[src/rtl/dq_pkg.sv]
package dq_pkg;
  localparam int unsigned SOP_BIT = 31;
  localparam int unsigned EOP_BIT = 30;
  localparam int unsigned OWN_BIT = 29;
  localparam int unsigned EOQ_BIT = 28;
  localparam int unsigned LEN_W   = 11;
  localparam int unsigned DW      = 32;

  typedef enum logic [1:0] {
    REG_CTRL = 2'd0,
    REG_SRST = 2'd1,
    REG_HEAD = 2'd2,
    REG_CMPL = 2'd3
  } reg_idx_e;

  typedef enum logic [3:0] {
    ST_IDLE, ST_RD_BUF, ST_CAP_BUF, ST_RD_MODE, ST_CAP_MODE,
    ST_CMD, ST_XFER, ST_RD_NEXT, ST_CAP_NEXT, ST_WB, ST_ACK
  } walk_st_e;
endpackage

[src/rtl/dq_desc_ram.sv]
module dq_desc_ram import dq_pkg::*; #(
  parameter int unsigned WORDS = 64,
  localparam int unsigned AW = $clog2(WORDS)
) (
  input  logic          clk_i,
  input  logic          rst_ni,
  input  logic          h_req_i,
  input  logic          h_we_i,
  input  logic [AW-1:0] h_addr_i,
  input  logic [DW-1:0] h_wdata_i,
  input  logic          e_req_i,
  input  logic          e_we_i,
  input  logic [AW-1:0] e_addr_i,
  input  logic [DW-1:0] e_wdata_i,
  output logic          e_gnt_o,
  output logic [DW-1:0] q_o
);
  logic [DW-1:0] mem_q [WORDS];
  logic          acc;
  logic          sel_we;
  logic [AW-1:0] sel_addr;
  logic [DW-1:0] sel_wd;

  // host wins a same-cycle collision; engine retries
  assign e_gnt_o  = e_req_i & ~h_req_i;
  assign acc      = h_req_i | e_gnt_o;
  assign sel_we   = h_req_i ? h_we_i    : e_we_i;
  assign sel_addr = h_req_i ? h_addr_i  : e_addr_i;
  assign sel_wd   = h_req_i ? h_wdata_i : e_wdata_i;

  always_ff @(posedge clk_i) begin
    if (acc && sel_we) mem_q[sel_addr] <= sel_wd;
  end

  always_ff @(posedge clk_i or negedge rst_ni) begin
    if (!rst_ni)              q_o <= '0;
    else if (acc && !sel_we)  q_o <= mem_q[sel_addr];
  end
endmodule

[src/rtl/dq_host_regs.sv]
module dq_host_regs import dq_pkg::*; #(
  parameter int unsigned AW = 6
) (
  input  logic          clk_i,
  input  logic          rst_ni,
  input  logic          host_req_i,
  input  logic          host_we_i,
  input  logic          is_reg_i,
  input  logic [1:0]    idx_i,
  input  logic          wbit_i,
  input  logic [AW-1:0] head_i,
  input  logic [AW-1:0] cmpl_i,
  input  logic [DW-1:0] ram_q_i,
  output logic          ram_req_o,
  output logic          en_o,
  output logic          srst_o,
  output logic          head_wr_o,
  output logic          cmpl_wr_o,
  output logic [DW-1:0] host_rdata_o
);
  reg_idx_e      idx;
  logic          reg_wr;
  logic          reg_rd;
  logic          en_q;
  logic          srst_q;
  logic          rd_ram_q;
  logic [DW-1:0] reg_rd_q;

  assign idx       = reg_idx_e'(idx_i);
  assign ram_req_o = host_req_i & ~is_reg_i;
  assign reg_wr    = host_req_i & host_we_i & is_reg_i;
  assign reg_rd    = host_req_i & ~host_we_i & is_reg_i;
  assign head_wr_o = reg_wr && (idx == REG_HEAD);
  assign cmpl_wr_o = reg_wr && (idx == REG_CMPL);
  assign en_o      = en_q;
  assign srst_o    = srst_q;

  always_ff @(posedge clk_i or negedge rst_ni) begin
    if (!rst_ni) begin
      en_q   <= 1'b0;
      srst_q <= 1'b0;
    end else begin
      if (srst_q)                                en_q <= 1'b0;
      else if (reg_wr && idx == REG_CTRL)        en_q <= wbit_i;
      if (srst_q)                                srst_q <= 1'b0;
      else if (reg_wr && idx == REG_SRST && wbit_i) srst_q <= 1'b1;
    end
  end

  always_ff @(posedge clk_i or negedge rst_ni) begin
    if (!rst_ni) begin
      rd_ram_q <= 1'b0;
      reg_rd_q <= '0;
    end else begin
      rd_ram_q <= host_req_i & ~host_we_i & ~is_reg_i;
      if (reg_rd) begin
        unique case (idx)
          REG_CTRL: reg_rd_q <= {{(DW-1){1'b0}}, en_q};
          REG_SRST: reg_rd_q <= {{(DW-1){1'b0}}, srst_q};
          REG_HEAD: reg_rd_q <= {{(DW-AW){1'b0}}, head_i};
          REG_CMPL: reg_rd_q <= {{(DW-AW){1'b0}}, cmpl_i};
          default:  reg_rd_q <= '0;
        endcase
      end
    end
  end

  assign host_rdata_o = rd_ram_q ? ram_q_i : reg_rd_q;

  a_r9_en_follows_write: assert property (@(posedge clk_i) disable iff (!rst_ni)
    (reg_wr && idx == REG_CTRL && !srst_q) |=> (en_o == $past(wbit_i)));
endmodule

[src/rtl/dq_walker.sv]
module dq_walker import dq_pkg::*; #(
  parameter int unsigned AW      = 6,
  parameter int unsigned MIN_LEN = 60
) (
  input  logic             clk_i,
  input  logic             rst_ni,
  input  logic             srst_i,
  input  logic             en_i,
  input  logic             head_wr_i,
  input  logic             cmpl_wr_i,
  input  logic [DW-1:0]    host_wdata_i,
  output logic [AW-1:0]    head_o,
  output logic [AW-1:0]    cmpl_o,
  output logic             ram_req_o,
  output logic             ram_we_o,
  output logic [AW-1:0]    ram_addr_o,
  output logic [DW-1:0]    ram_wdata_o,
  input  logic             ram_gnt_i,
  input  logic [DW-1:0]    ram_q_i,
  output logic             cmd_valid_o,
  input  logic             cmd_ready_i,
  output logic [DW-1:0]    cmd_buf_o,
  output logic [LEN_W-1:0] cmd_len_o,
  output logic             cmd_sop_o,
  output logic             cmd_eop_o,
  input  logic             xfer_done_i
);
  localparam logic [AW-1:0]    OFS_BUF  = AW'(1);
  localparam logic [AW-1:0]    OFS_MODE = AW'(3);
  localparam logic [LEN_W-1:0] MIN_L    = LEN_W'(MIN_LEN);

  walk_st_e      st_q;
  logic [AW-1:0] head_q, cmpl_q, next_q;
  logic [DW-1:0] buf_q, mode_q;
  logic          stop_q;
  logic          ack_hit;
  logic [DW-1:0] eoq_mask;

  assign ack_hit = cmpl_wr_i && (host_wdata_i[AW-1:0] == cmpl_q)
                   && (host_wdata_i[DW-1:AW] == '0);

  always_ff @(posedge clk_i or negedge rst_ni) begin
    if (!rst_ni) begin
      st_q <= ST_IDLE; head_q <= '0; cmpl_q <= '0; next_q <= '0;
      buf_q <= '0; mode_q <= '0; stop_q <= 1'b0;
    end else if (srst_i) begin
      st_q <= ST_IDLE; head_q <= '0; cmpl_q <= '0; next_q <= '0;
      buf_q <= '0; mode_q <= '0; stop_q <= 1'b0;
    end else begin
      unique case (st_q)
        ST_IDLE:     if (en_i && head_q != '0) st_q <= ST_RD_BUF;
        ST_RD_BUF:   if (ram_gnt_i) st_q <= ST_CAP_BUF;
        ST_CAP_BUF: begin
          buf_q <= ram_q_i;
          st_q  <= ST_RD_MODE;
        end
        ST_RD_MODE:  if (ram_gnt_i) st_q <= ST_CAP_MODE;
        ST_CAP_MODE: begin
          mode_q <= ram_q_i;
          stop_q <= ~ram_q_i[OWN_BIT];
          st_q   <= ram_q_i[OWN_BIT] ? ST_CMD : ST_WB;
        end
        ST_CMD:      if (cmd_ready_i) st_q <= ST_XFER;
        ST_XFER:     if (xfer_done_i) st_q <= ST_RD_NEXT;
        ST_RD_NEXT:  if (ram_gnt_i) st_q <= ST_CAP_NEXT;
        ST_CAP_NEXT: begin
          // re-read after the transfer so a late append is seen
          next_q <= ram_q_i[AW-1:0];
          st_q   <= ST_WB;
        end
        ST_WB: if (ram_gnt_i) begin
          if (stop_q) begin
            head_q <= '0;
            st_q   <= ST_IDLE;
          end else begin
            cmpl_q <= head_q;
            head_q <= next_q;
            st_q   <= ST_ACK;
          end
        end
        ST_ACK:      if (ack_hit) st_q <= ST_IDLE;
        default:     st_q <= ST_IDLE;
      endcase
      if (head_wr_i && head_q == '0) head_q <= host_wdata_i[AW-1:0];
    end
  end

  always_comb begin
    eoq_mask = '0;
    eoq_mask[EOQ_BIT] = 1'b1;
  end

  always_comb begin
    ram_req_o   = 1'b0;
    ram_we_o    = 1'b0;
    ram_addr_o  = head_q;
    ram_wdata_o = '0;
    unique case (st_q)
      ST_RD_BUF:  begin ram_req_o = 1'b1; ram_addr_o = head_q + OFS_BUF;  end
      ST_RD_MODE: begin ram_req_o = 1'b1; ram_addr_o = head_q + OFS_MODE; end
      ST_RD_NEXT: begin ram_req_o = 1'b1; ram_addr_o = head_q;            end
      ST_WB: begin
        ram_req_o  = 1'b1;
        ram_we_o   = 1'b1;
        ram_addr_o = head_q + OFS_MODE;
        if (stop_q) ram_wdata_o = mode_q | eoq_mask;
        else begin
          ram_wdata_o = mode_q;
          ram_wdata_o[OWN_BIT] = 1'b0;
          ram_wdata_o[EOQ_BIT] = (next_q == '0);
        end
      end
      default: ;
    endcase
  end

  assign head_o      = head_q;
  assign cmpl_o      = cmpl_q;
  assign cmd_valid_o = (st_q == ST_CMD);
  assign cmd_buf_o   = buf_q;
  assign cmd_len_o   = (mode_q[LEN_W-1:0] < MIN_L) ? MIN_L : mode_q[LEN_W-1:0];
  assign cmd_sop_o   = mode_q[SOP_BIT];
  assign cmd_eop_o   = mode_q[EOP_BIT];

  a_r12_cmd_hold: assert property (@(posedge clk_i) disable iff (!rst_ni)
    (cmd_valid_o && !cmd_ready_i && !srst_i) |=>
      (cmd_valid_o && $stable(cmd_buf_o) && $stable(cmd_len_o)));
  a_r3_min_len: assert property (@(posedge clk_i) disable iff (!rst_ni)
    cmd_valid_o |-> (cmd_len_o >= MIN_L));
  a_r5_wb_owner_clear: assert property (@(posedge clk_i) disable iff (!rst_ni)
    (ram_req_o && ram_we_o && ram_gnt_i) |-> !ram_wdata_o[OWN_BIT]);
  a_r7_cmd_needs_owner: assert property (@(posedge clk_i) disable iff (!rst_ni)
    $rose(cmd_valid_o) |-> mode_q[OWN_BIT]);
  a_r10_srst_clears: assert property (@(posedge clk_i) disable iff (!rst_ni)
    srst_i |=> (head_o == '0 && cmpl_o == '0 && !cmd_valid_o));
endmodule

[src/rtl/dq_dma.sv]
module dq_dma import dq_pkg::*; #(
  parameter int unsigned RAM_WORDS = 64,
  parameter int unsigned MIN_LEN   = 60,
  localparam int unsigned AW   = $clog2(RAM_WORDS),
  localparam int unsigned HA_W = AW + 1
) (
  input  logic             clk_i,
  input  logic             rst_ni,
  input  logic             host_req_i,
  input  logic             host_we_i,
  input  logic [HA_W-1:0]  host_addr_i,
  input  logic [DW-1:0]    host_wdata_i,
  output logic [DW-1:0]    host_rdata_o,
  output logic             cmd_valid_o,
  input  logic             cmd_ready_i,
  output logic [DW-1:0]    cmd_buf_o,
  output logic [LEN_W-1:0] cmd_len_o,
  output logic             cmd_sop_o,
  output logic             cmd_eop_o,
  input  logic             xfer_done_i
);
  logic          h_ram_req, en, srst, head_wr, cmpl_wr;
  logic [AW-1:0] head, cmpl;
  logic          e_req, e_we, e_gnt;
  logic [AW-1:0] e_addr;
  logic [DW-1:0] e_wdata, ram_q;

  dq_host_regs #(.AW(AW)) u_regs (
    .clk_i, .rst_ni,
    .host_req_i, .host_we_i,
    .is_reg_i     (host_addr_i[HA_W-1]),
    .idx_i        (host_addr_i[1:0]),
    .wbit_i       (host_wdata_i[0]),
    .head_i       (head),
    .cmpl_i       (cmpl),
    .ram_q_i      (ram_q),
    .ram_req_o    (h_ram_req),
    .en_o         (en),
    .srst_o       (srst),
    .head_wr_o    (head_wr),
    .cmpl_wr_o    (cmpl_wr),
    .host_rdata_o
  );

  dq_desc_ram #(.WORDS(RAM_WORDS)) u_ram (
    .clk_i, .rst_ni,
    .h_req_i   (h_ram_req),
    .h_we_i    (host_we_i),
    .h_addr_i  (host_addr_i[AW-1:0]),
    .h_wdata_i (host_wdata_i),
    .e_req_i   (e_req),
    .e_we_i    (e_we),
    .e_addr_i  (e_addr),
    .e_wdata_i (e_wdata),
    .e_gnt_o   (e_gnt),
    .q_o       (ram_q)
  );

  dq_walker #(.AW(AW), .MIN_LEN(MIN_LEN)) u_walk (
    .clk_i, .rst_ni,
    .srst_i      (srst),
    .en_i        (en),
    .head_wr_i   (head_wr),
    .cmpl_wr_i   (cmpl_wr),
    .host_wdata_i,
    .head_o      (head),
    .cmpl_o      (cmpl),
    .ram_req_o   (e_req),
    .ram_we_o    (e_we),
    .ram_addr_o  (e_addr),
    .ram_wdata_o (e_wdata),
    .ram_gnt_i   (e_gnt),
    .ram_q_i     (ram_q),
    .cmd_valid_o, .cmd_ready_i, .cmd_buf_o, .cmd_len_o,
    .cmd_sop_o, .cmd_eop_o, .xfer_done_i
  );
endmodule

[config.mk]
export PLATFORM = sky130hd
export DESIGN_NAME = dq_dma
export DESIGN_NICKNAME = d
export VERILOG_FILES = /design/src/rtl/dq_pkg.sv /design/src/rtl/dq_desc_ram.sv /design/src/rtl/dq_host_regs.sv /design/src/rtl/dq_walker.sv /design/src/rtl/dq_dma.sv
export SDC_FILE = /design/constraint.sdc
export NUM_CORES = 2
export LEC_CHECK = 0
export CAP_MARGIN = 15
export CORE_MARGIN = 3
export CORE_UTILIZATION = 55
export DETAILED_ROUTE_END_ITERATION = 8
export DONT_BUFFER_PORTS = 1
export PLACE_DENSITY = 0.7
export SYNTH_ARGS = -nofsm -noshare
export SYNTH_HDL_FRONTEND = slang
export SYNTH_SLANG_ARGS = --single-unit
export TNS_END_PERCENT = 1
[constraint.sdc]
create_clock -name clk_i -period 17.4 [get_ports clk_i]
set_input_delay 1.74 -clock clk_i [delete_from_list [all_inputs] [get_ports clk_i]]
set_output_delay 1.74 -clock clk_i [all_outputs]
set_load 0.01 [all_outputs]
==> impl_metrics.toml <==
[critical_path]
crit_arrival_ns = 7.64
critical_path_class = "primary input to flop"
cp_max_fo = 109
path_cells = "nor3b_1 > a41oi_2 > nand2_4 > buf_12 > buf_12 > buf_4 > buf_4 > mux2i_1 > o22ai_1 > o21ai_0 > nand4_1 > o32a_1"
reg2reg_depth = 12
rrSetupSlack_ns = 10.61
startpoint_type = "primary input"
crit-reg2reg-launch = "u_walk.st_q[0]"
cpMaxStageDelayCell = "buf_4"
max_stage_delay_ns = 0.91
worstReg2RegEnd = "u_ram.q_o[28]"
required_ns = 18.12
end_kind = "flop"

[grt]
overflow = 0
grt_pass1_vias = 47650
antenna_found_initial = 12
grt_pass1_wl_um = 354500
grt_max_degree = 128
track_usage_pct = 31.78

[sta]
skew_ns = 0.07396
max_freq_ghz = 0.1443
relSlewSlack_pct = 18.80
setup_tns_ns = 0
setup_violations = 0
tightest_slew_ns = 1.209
fin_crit_sh_pct = 39.82
period_needed_ns = 6.928
finalMaxSlewViolations = 0
hold_violations = 0
rsz0062_at_grt = "false"
whs_ns = 0.5018

[clocking]
clock_sinks = 2175
cts_buffers = 205
clock_latency_ns = 0.86
cts_tree = "yes"
cts_htree_levels = 4
cts_resized = 0
root_buffer = "clkbuf_16"
holdBufCountCts = 0
cts.clk_slew.worst_paths_ns = 0.06
cts_setup_buffers = 0
clock_path_buffers = 3

[floorplan]
row_count = 142
die_x_um = 396.2
start_util_pct = 55.64
num_io_pins = 123
core_um2 = 150500
die_y_um = 396.2
die_area_um2 = 157000

[outcome]
status = "finished clean"

[cells_and_area]
final_cells = 7225
fin_area_um2 = 93580
areaGrowthSynthToFinish_pct = 11.75
final_nets = 5072
drive_gt1_share_pct = 13.54

[power_and_ir_drop]
ir_worst_vdd_v = 0.0002543
p_leak_uw = 0.03108
powerDensity_nw_per_um2 = 163.0

[place]
placed_area_um2 = 86940
dp_hpwl_um = 135500
place.port_buffers = 0
place_inst = 6831
gp_congestion = 0.9540

[hold_path]
holdPathEnd = "u_regs.reg_rd_q[5]"
hold_depth = 1
hp-class = "flop to flop"
hold_start = "u_regs.reg_rd_q[5]"

[route]
antenna_left = 0
vias = 50300
wl_per_cell_um = 35.06
drt-initial-drc-count = 8932
first_pass_iters = 9
via_per_inst = 6.961
drc = 0
routed_wl_um = 253300

[synth]
synth_edf_count = 2048
synthDistinctLibCells = 80
syn_inst = 4975
yosysWarnings = 0
ys_ff_latch = 2175
synth_nets = 5022
syn_area_um2 = 83740
ys_seq_area_share_pct = 77.24
async_flop_share_pct = 5.839
synth_ff_type = "edfxtp_1"
syn_avg_cell_area_um2 = 16.83

[run]
cap_violations = 0
==> worst max-delay path, delay by kind of cell <==
family                 cells  cell delay, ns
AO/OA/AOI/OAI              4            1.01
AND/OR/NAND/NOR            3            1.31
multiplexers               1            0.31
buffers and inverters      4            2.82
==> synthesized netlist by cell type (all sizes together), types with 7 or more instances <==
library cell | n | area (um2)
nor3b | 7 | 52.55
and3 | 12 | 75.07
mux2i | 471 | 4715
a32o | 14 | 140.1
nor3 | 26 | 130.1
a41oi | 7 | 68.82
edfxtp | 2048 | 61500
a22oi | 104 | 780.8
o22ai | 215 | 1345
a211oi | 21 | 157.7
xnor2 | 8 | 70.07
and2 | 33 | 206.5
and4 | 8 | 70.07
nand2 | 335 | 1257
o22a | 9 | 78.83
o211ai | 21 | 176.4
nor4b | 7 | 61.31
a22o | 73 | 639.4
a21oi | 188 | 940.9
a221oi | 85 | 744.5
a21o | 10 | 75.07
or3 | 12 | 75.07
a2111oi | 20 | 175.2
nand4 | 26 | 162.7
nand3 | 50 | 250.2
o32a | 13 | 130.1
clkbuf | 165 | 620.6
nor4 | 15 | 93.84
o21ai | 136 | 684.4
o31a | 9 | 78.83
a222oi | 108 | 1081
nor2 | 126 | 473.0
o41ai | 7 | 68.82
a31oi | 79 | 494.2
nor2b | 13 | 81.33
dfrtp | 127 | 3178
nand2b | 8 | 50.05
a221o | 17 | 170.2
buf | 171 | 867.1
mux2 | 95 | 1070
==> state kept, by name (all words and copies together) (netlist names) <==
name / cells
u_ram.mem_q: 2048
u_ram.q_o: 32
u_walk.cmd_buf_o: 32
u_walk.mode_q: 31
u_regs.reg_rd_q: 6
u_walk.cmpl_o: 6
u_walk.head_o: 6
u_walk.next_q: 6
u_walk.st_q: 4
u_regs.en_o: 1
u_regs.rd_ram_q: 1
u_regs.srst_o: 1
u_walk.stop_q: 1
==> stage by stage <==
stage | power [uW] | utilization (%) | setup slack, ns
after global routing | 15660 | 62.18 | 10.30
final | 15260 | 62.18 | 10.47
after detailed placement | 10830 | 57.77 | 9.800
after CTS | 15120 | 62.15 | 10.72
after floorplan | 9067 | - | 11.02
after global placement | 10760 | 57.76 | 9.904
==> metal layers <==
metal / part of all wire, % / GRT usage, % / up-vias
li1: - / - / 20300
met1: 36 / 43.43 / 25470
met2: 44 / 47.40 / 3882
met3: 15 / 9.969 / 641
met4: 5.2 / 13.82 / 8
met5: 0.044 / 0 / -
==> report_power, final <==
part           internal, uW  total (uW)  leakage [uW]  switching, uW
clock                  2410        4360       0.00320           1950
combinational          1490        4640       0.00748           3150
sequential             5950        6250        0.0204            302
total                  9850       15300        0.0311           5410
==> layout make-up <==
class / count / area (um2)
diodes: 3 / 7.507
clock buffers: 266 / 5472
clock inverters: 122 / 1122
fillers: 10610 / 56910
inverters: 6 / 22.52
multi-input cells: 2458 / 18320
flip-flops and latches: 2175 / 64680
well taps: 2016 / 2522
repair buffers: 179 / 1434
==> layout by cell type, fill, tap and decap left out, types with 36 or more instances in the layout <==
cell type  netlist  routed
clkbuf_1       164      52
a21oi_1        188     188
a22oi_1        104     104
clkinv_2         0      36
nand2_1        335     333
a22o_1          73      43
o21ai_0        133     131
edfxtp_1      2048    2048
a221oi_1        85      85
o22ai_1        215     215
nor2_4           0      57
a31oi_1         79      76
nor2_1         126      69
clkbuf_16        0     207
dfrtp_1        127     126
mux2_2          94      94
buf_4           13     170
nand3_1         50      47
clkinv_1         1      53
mux2i_1        471     471
a222oi_1       108     108
==> worst max path at each step <==
| stage | from | to | cells past startpoint |
|---|---|---|---|
| floorplan | host_addr_i[6] | u_ram.mem_q[40][0] | 10 |
| global placement | host_addr_i[6] | u_ram.q_o[28] | 12 |
| detailed placement | host_addr_i[6] | u_ram.q_o[28] | 12 |
| CTS | host_addr_i[6] | u_ram.q_o[28] | 12 |
| global route | host_addr_i[6] | u_ram.q_o[28] | 12 |
| finish | host_addr_i[6] | u_ram.q_o[28] | 12 |
==> kinds of logic after synthesis <==
kind of cell | synth area share [%]
buf+inv | 1.803
xor+xnor | 0.1255
mux | 6.961
compound gates | 10.02
simple gates | 3.812
flops | 77.24
fa+ha+maj | 0.03885
No activity file was read; power rests on OpenSTA's default activity.
